### src/rtl/tsg_pkg.sv
package tsg_pkg;

    typedef enum logic [1:0] {
        ST_IDLE     = 2'd0,
        ST_QUAL_ON  = 2'd1,
        ST_VALID    = 2'd2,
        ST_QUAL_OFF = 2'd3
    } tsg_state_t;

    typedef struct packed {
        logic clr;
        logic load1;
        logic inc;
    } tsg_cnt_ctl_t;

    function automatic int tsg_max(input int a, input int b);
        return (a > b) ? a : b;
    endfunction

    function automatic int tsg_cnt_width(input int on_c, input int off_c);
        return $clog2(tsg_max(on_c, off_c) + 1);
    endfunction

    function automatic logic tsg_is_steering(input tsg_state_t s);
        return (s == ST_VALID) || (s == ST_QUAL_OFF);
    endfunction

endpackage

### src/rtl/tsg_guard_counter.sv
module tsg_guard_counter
    import tsg_pkg::*;
#(
    parameter int W = 4
) (
    input  logic         clk,
    input  logic         rst,
    input  tsg_cnt_ctl_t ctl,
    output logic [W-1:0] cnt
);

    always_ff @(posedge clk) begin
        if (rst || ctl.clr) begin
            cnt <= '0;
        end else if (ctl.load1) begin
            cnt <= W'(1);
        end else if (ctl.inc) begin
            cnt <= cnt + W'(1);
        end
    end

endmodule

### src/rtl/tsg_fsm.sv
module tsg_fsm
    import tsg_pkg::*;
#(
    parameter int ON_CYCLES  = 5,
    parameter int OFF_CYCLES = 3,
    parameter int W          = 3
) (
    input  logic         clk,
    input  logic         rst,
    input  logic         pwrdn_i,
    input  logic         tone_raw_i,
    input  logic [W-1:0] cnt,
    output tsg_state_t   state,
    output tsg_cnt_ctl_t ctl
);

    localparam logic [W-1:0] ON_LAST  = W'(ON_CYCLES - 1);
    localparam logic [W-1:0] OFF_LAST = W'(OFF_CYCLES - 1);

    tsg_state_t nxt;

    always_comb begin
        nxt = state;
        ctl = '0;
        if (pwrdn_i) begin
            nxt     = ST_IDLE;
            ctl.clr = 1'b1;
        end else begin
            case (state)
                ST_IDLE: begin
                    if (tone_raw_i) begin
                        nxt       = ST_QUAL_ON;
                        ctl.load1 = 1'b1;
                    end else begin
                        ctl.clr = 1'b1;
                    end
                end
                ST_QUAL_ON: begin
                    if (!tone_raw_i) begin
                        nxt     = ST_IDLE;
                        ctl.clr = 1'b1;
                    end else if (cnt == ON_LAST) begin
                        nxt     = ST_VALID;
                        ctl.clr = 1'b1;
                    end else begin
                        ctl.inc = 1'b1;
                    end
                end
                ST_VALID: begin
                    if (!tone_raw_i) begin
                        nxt       = ST_QUAL_OFF;
                        ctl.load1 = 1'b1;
                    end else begin
                        ctl.clr = 1'b1;
                    end
                end
                default: begin
                    if (tone_raw_i) begin
                        nxt     = ST_VALID;
                        ctl.clr = 1'b1;
                    end else if (cnt == OFF_LAST) begin
                        nxt     = ST_IDLE;
                        ctl.clr = 1'b1;
                    end else begin
                        ctl.inc = 1'b1;
                    end
                end
            endcase
        end
    end

    always_ff @(posedge clk) begin
        if (rst) begin
            state <= ST_IDLE;
        end else begin
            state <= nxt;
        end
    end

endmodule

### src/rtl/tsg_strobe.sv
module tsg_strobe (
    input  logic clk,
    input  logic rst,
    input  logic pwrdn_i,
    input  logic steer_raw,
    output logic steer_o,
    output logic strobe_o
);

    logic steer_prev;

    always_ff @(posedge clk) begin
        if (rst || pwrdn_i) begin
            steer_prev <= 1'b0;
        end else begin
            steer_prev <= steer_raw;
        end
    end

    assign steer_o  = steer_raw & ~pwrdn_i;
    assign strobe_o = steer_raw & ~steer_prev & ~pwrdn_i;

endmodule

### src/rtl/tone_guard_validator.sv
module tone_guard_validator
    import tsg_pkg::*;
#(
    parameter int ON_CYCLES  = 5,
    parameter int OFF_CYCLES = 3
) (
    input  logic clk,
    input  logic rst,
    input  logic pwrdn_i,
    input  logic tone_raw_i,
    output logic steer_o,
    output logic strobe_o
);

    localparam int W = tsg_cnt_width(ON_CYCLES, OFF_CYCLES);

    tsg_state_t   state;
    tsg_cnt_ctl_t ctl;
    logic [W-1:0] cnt;
    logic         steer_raw;

    tsg_fsm #(
        .ON_CYCLES (ON_CYCLES),
        .OFF_CYCLES(OFF_CYCLES),
        .W         (W)
    ) u_fsm (
        .clk       (clk),
        .rst       (rst),
        .pwrdn_i   (pwrdn_i),
        .tone_raw_i(tone_raw_i),
        .cnt       (cnt),
        .state     (state),
        .ctl       (ctl)
    );

    tsg_guard_counter #(
        .W(W)
    ) u_cnt (
        .clk(clk),
        .rst(rst),
        .ctl(ctl),
        .cnt(cnt)
    );

    assign steer_raw = tsg_is_steering(state);

    tsg_strobe u_strobe (
        .clk      (clk),
        .rst      (rst),
        .pwrdn_i  (pwrdn_i),
        .steer_raw(steer_raw),
        .steer_o  (steer_o),
        .strobe_o (strobe_o)
    );

endmodule

### config.mk
export PLATFORM = sky130hd
export DESIGN_NAME = tone_guard_validator
export DESIGN_NICKNAME = d
export VERILOG_FILES = /design/src/rtl/tsg_pkg.sv /design/src/rtl/tsg_guard_counter.sv /design/src/rtl/tsg_fsm.sv /design/src/rtl/tsg_strobe.sv /design/src/rtl/tone_guard_validator.sv
export SDC_FILE = /design/constraint.sdc
export NUM_CORES = 1
export LEC_CHECK = 0
export BUFFER_PORTS_ARGS = -buffer_cell sky130_fd_sc_hd__buf_2
export CORE_AREA = 2 2 39 41
export DETAILED_ROUTE_END_ITERATION = 6
export DIE_AREA = 0 0 41 43
export GPL_ROUTABILITY_DRIVEN = 1
export PLACE_DENSITY_LB_ADDON = 0.25
export SKIP_CTS_REPAIR_TIMING = 1
export SLEW_MARGIN = 40
export SYNTH_ARGS = -nofsm -noshare
export SYNTH_HDL_FRONTEND = slang
export SYNTH_SLANG_ARGS = --single-unit
### constraint.sdc
create_clock -name clk -period 2.7 [get_ports clk]
set_clock_uncertainty 0.05 [all_clocks]
set_input_delay 0 -clock clk [delete_from_list [all_inputs] [get_ports clk]]
set_output_delay 0 -clock clk [all_outputs]
set_load 0.05 [all_outputs]
Yosys cells after proc, flatten, opt, wreduce, memory -nomap -nowiden

Index checks and enable logic that the tools add are counted.

Bits in registers: 6
Latch bits: 0
Memory bits (writable): 0
ROM bits: 0
Word-level logic and storage cells: 52
Memories kept: 0

$add $sub $neg: 1
Multiply operators: 0
Div/mod/pow operators: 0
Order comparisons: 0
Equal/unequal tests: 8
Shifts and indexed selects: 0
Mux-type cells: 24
Bitwise operators: 5
Reductions and logical operators: 10

Operators by type and width:

| kind                  | number |
|---|---|
| $mux W2               | 7 |
| $mux W1               | 13 |
| $pmux W2 S3           | 1 |
| $reduce_or A2 Y1      | 3 |
| $eq A2 B2 Y1 const B  | 2 |
| $ne A2 B2 Y1 const B  | 2 |
| $pmux W1 S2           | 2 |
| $reduce_and A4 Y1     | 1 |
| $reduce_bool A4 Y1    | 1 |
| $add A3 B1 Y3 const B | 1 |
| $and A1 B1 Y1         | 3 |
| $eq A3 B2 Y1 const B  | 1 |
| $eq A3 B3 Y1 const B  | 1 |
| $logic_or A1 B1 Y1    | 3 |
| $ne A3 B2 Y1 const B  | 1 |
| $pmux W1 S3           | 1 |
| $eq A2 B1 Y1 const B  | 1 |
| $logic_not A2 Y1      | 1 |
| $not A1 Y1            | 2 |
| $reduce_bool A2 Y1    | 1 |

Longest topological paths before layout

Word-level depth: 7
Depth in mapped cells: 5
Mapped depth without buffers: 5

By module

A second synthesis with hierarchy kept.

Cell total of the unflattened synthesis: 48
Area total of the unflattened synthesis: 450.4 sq um

By module, submodules not included:

| module               | instances | cells an instance | area each (sq um) |
|---|---|---|---|
| tsg_fsm              | 1         | 30                | 261.5 |
| tsg_guard_counter    | 1         | 13                | 143.9 |
| tsg_strobe           | 1         | 4                 | 41.3 |
| tone_guard_validator | 1         | 1                 | 3.8 |

Least setup slack after synthesis

OpenSTA, ideal clock, no wires.

Path type: register to output
Start point: reg with a tool-made name
End point: out strobe_o
Arrival: 1.314 ns
Slack: 1.336 ns
Cell stages (with the launch flop): 3
Path buffers: 0
Cell sequence: dfxtp_1 or2b_1 nor2_1

RTL lines:

| element   | RTL line                   | source |
|---|---|---|
| to (decl) | tone_guard_validator.sv:12 | `output logic strobe_o` |

==> run_results.csv <==
group,metric,value,unit
status,status,"complete, no violations",
clocking,cts_root_buf,"clkbuf_4",
power,leakage,0.1616,nW
power,power_frac_comb,7.5,%
drt,wl,615,um
clocking,clkTransAtPathRegs,50,ps
drt,ant_nets,0,
final_layout,antenna_cells,0,
global_routing,grt_pass1_vias,236,
drt,routedWlPerCell,9.762,um
timing,rsz0062_at_grt,"no",
global_routing,grt_first_pass_wirelength,924,um
power,ir_worst_vdd,0.0001686,V
floorplanning,core.rowCount,14,
drt,vias,278,
clocking,clock_insertion_delay_worst_skew,240,ps
global_routing,grtUsageMet3,4.712,%
timing,setup_viol,0,
logic_synthesis,synth-simple-area-share,29.96,%
final_layout,final_nets,56,
power,pwr-share-clk,43.7,%
min_path,min_path_type,"input pin to flip-flop",
global_routing,antenna_found_initial,0,
logic_synthesis,synth_compound_area_share,12.06,%
drt,drt_iter0_drc,12,
logic_synthesis,syn_inst,37,
worst_setup_path,path_class,"flip-flop to primary output",
logic_synthesis,ys.flop_type,"dfxtp_1",
timing,finalHoldViolCount,0,
placed_design,dp_hpwl,441.1,um
drt,route.detailed.drc,0,
timing,fin_crit_sh,51.12,%
logic_synthesis,synth_top_family_by_area,"simple AND/OR/NAND/NOR gates",
floorplanning,dieWidth,41,um
timing,timing.slew.headroom,79.67,%
final_layout,layout_commonest_cell,"dfxtp_1",
power,seqPwrFrac,48.8,%
floorplanning,core_region_area,1384,um2
drt,via_per_inst,4.413,
worst_setup_path,startpoint_type,"flip-flop",
logic_synthesis,synth_fp_nets,44,
power,switching_share,21.38,%
logic_synthesis,yosys-mux-area-fraction,0,%
worst_setup_path,cp-end-kind,"primary output",
floorplanning,ios,6,
clocking,htree_levels,1,
logic_synthesis,netlist-cell-type-count,21,
floorplanning,die_area,1763,um2
job,drv.max_cap_violation_count,0,
clocking,cts.sinks,6,
final_layout,final_area,409.1,um2
logic_synthesis,synth.area.top_cells,"dfxtp_1 (37%), ha_1 (12%), xnor2_1 (5.4%)",
floorplanning,die-height,43,um
global_routing,use_met1,10.97,%
logic_synthesis,syn-cell-area,321.6,um2
timing,max_freq,0.7245,GHz
clocking,numCtsBuffers,3,
power,p_per_area,458.4,nW/um2
floorplanning,initial_utilization,23.24,%
timing,worst_slew_pin_slew,304.2,ps
final_layout,regArea,120.1,um2
placed_design,post_dp_cell_area,366.6,um2
clocking,clk_path_buf_depth,2,
logic_synthesis,yosys.area_share.adder,11.67,%
logic_synthesis,synth_edf_count,0,
power,p_sw,0.04009,mW
final_layout,multi_input_area,190.2,um2
logic_synthesis,yosys.area.top_type,"dfxtp_1",
final_layout,final_cell_mix,"dfxtp_1 (6), buf_2 (5)",
worst_setup_path,critPathRequiredTime,2650,ps
logic_synthesis,synthXorXnorAreaFrac,5.447,%
final_layout,area_growth,27.24,%
timing,finalCriticalPeriod,1380,ps
power,p_int,0.1475,mW
placed_design,gp_congestion,0.6664,
logic_synthesis,ys_warn_count,0,
global_routing,grt_max_degree,9,
logic_synthesis,ys_seq_elements,6,
global_routing,grt_usage,8.141,%
placed_design,port_buffers,5,
logic_synthesis,seq_area_frac_synth,37.35,%
logic_synthesis,yosysTopAreaCellShare,37.35,%
global_routing,grtUsageMet2,9.063,%
worst_setup_path,path_max_fanout,8,
timing,drv_slew,0,
logic_synthesis,synthArstFlopShare,0,%
final_layout,drive_gt1_share,17.02,%
global_routing,gr-max-usage-layer,"met1",
clocking,cts_tree,"built",
timing,finalSetupTns,0,ps
logic_synthesis,avgSynthCellArea,8.691,um2
drt,drt_first_pass_iters,4,
worst_setup_path,worstPathArrival,1330,ps
final_layout,fillers,154,
global_routing,grt-ovfl-total,0,
==> final timing paths <==
check	endpoint	cells after the start	slack, ps	from
setup / recovery	strobe_o	3	1320	flip-flop
hold / removal	u_fsm.state[0]	3	90	tone_raw_i
setup reg to reg	u_fsm.state[0]	5	1370	u_cnt.cnt[0]
hold reg to reg	u_cnt.cnt[2]	2	490	u_fsm.state[0]
==> routing by layer <==
layer  up-vias  wire length [um]
li1        148                 -
met1       123               301
met2         7               282
met3         0                31
met4         0                 0
met5         -                 0
==> power groups by stage <==
stage / Combinational, mW / Clock, mW / Sequential, mW
2_1_floorplan: 0.00604 / 0 / 0.0928
5_1_grt: 0.0160 / 0.0895 / 0.0916
3_5_place_dp: 0.0115 / 0 / 0.0931
3_3_place_gp: 0.0117 / 0 / 0.0932
4_1_cts: 0.0116 / 0.0861 / 0.0914
6_report: 0.0140 / 0.0820 / 0.0915
==> cells in the mapped netlist, drive strengths merged (2+ instances only) <==
master and instances:
dfxtp 6, inv 3, nand3b 2, o21ai 2, nor2 3, ha 3, nand2 3, xnor2 2
==> metrics by stage <==
step	setup slack [ps]	total power [mW]	utilization (%)	std cells	hold WS [ps]
after floorplan	1336	0.09882	-	37	22.38
after detailed placement	1359	0.1046	26.49	58	178.9
final	1320	0.1875	29.57	63	89.43
after global placement	1388	0.1049	26.49	58	177.8
after CTS	1315	0.1891	28.12	61	-78.60
after global routing	1232	0.1971	29.57	63	119.2
==> cells by family (layout without fill, tap and decap cells) <==
logic type,Yosys count,count (layout)
simple gates,17,17
compound gates,6,6
flops,6,6
fa+ha+maj,3,3
buf+inv,3,13
xor+xnor,2,2
==> final cells by class <==
| class | count | area share (%) |
|---|---|---|
| Clock buffer | 3 | 5.505 |
| Inverter | 3 | 2.752 |
| Multi-Input combinational cell | 28 | 46.48 |
| Sequential cell | 6 | 29.36 |
| Tap cell | 16 | 4.893 |
| Timing Repair Buffer | 7 | 11.01 |
==> critical path: stages (launching register included) <==
cell and delay [ps]:
dfxtp_1 460, or2b_1 290, nor2_1 80, buf_2 260
Power figures use the tool's default switching activity.
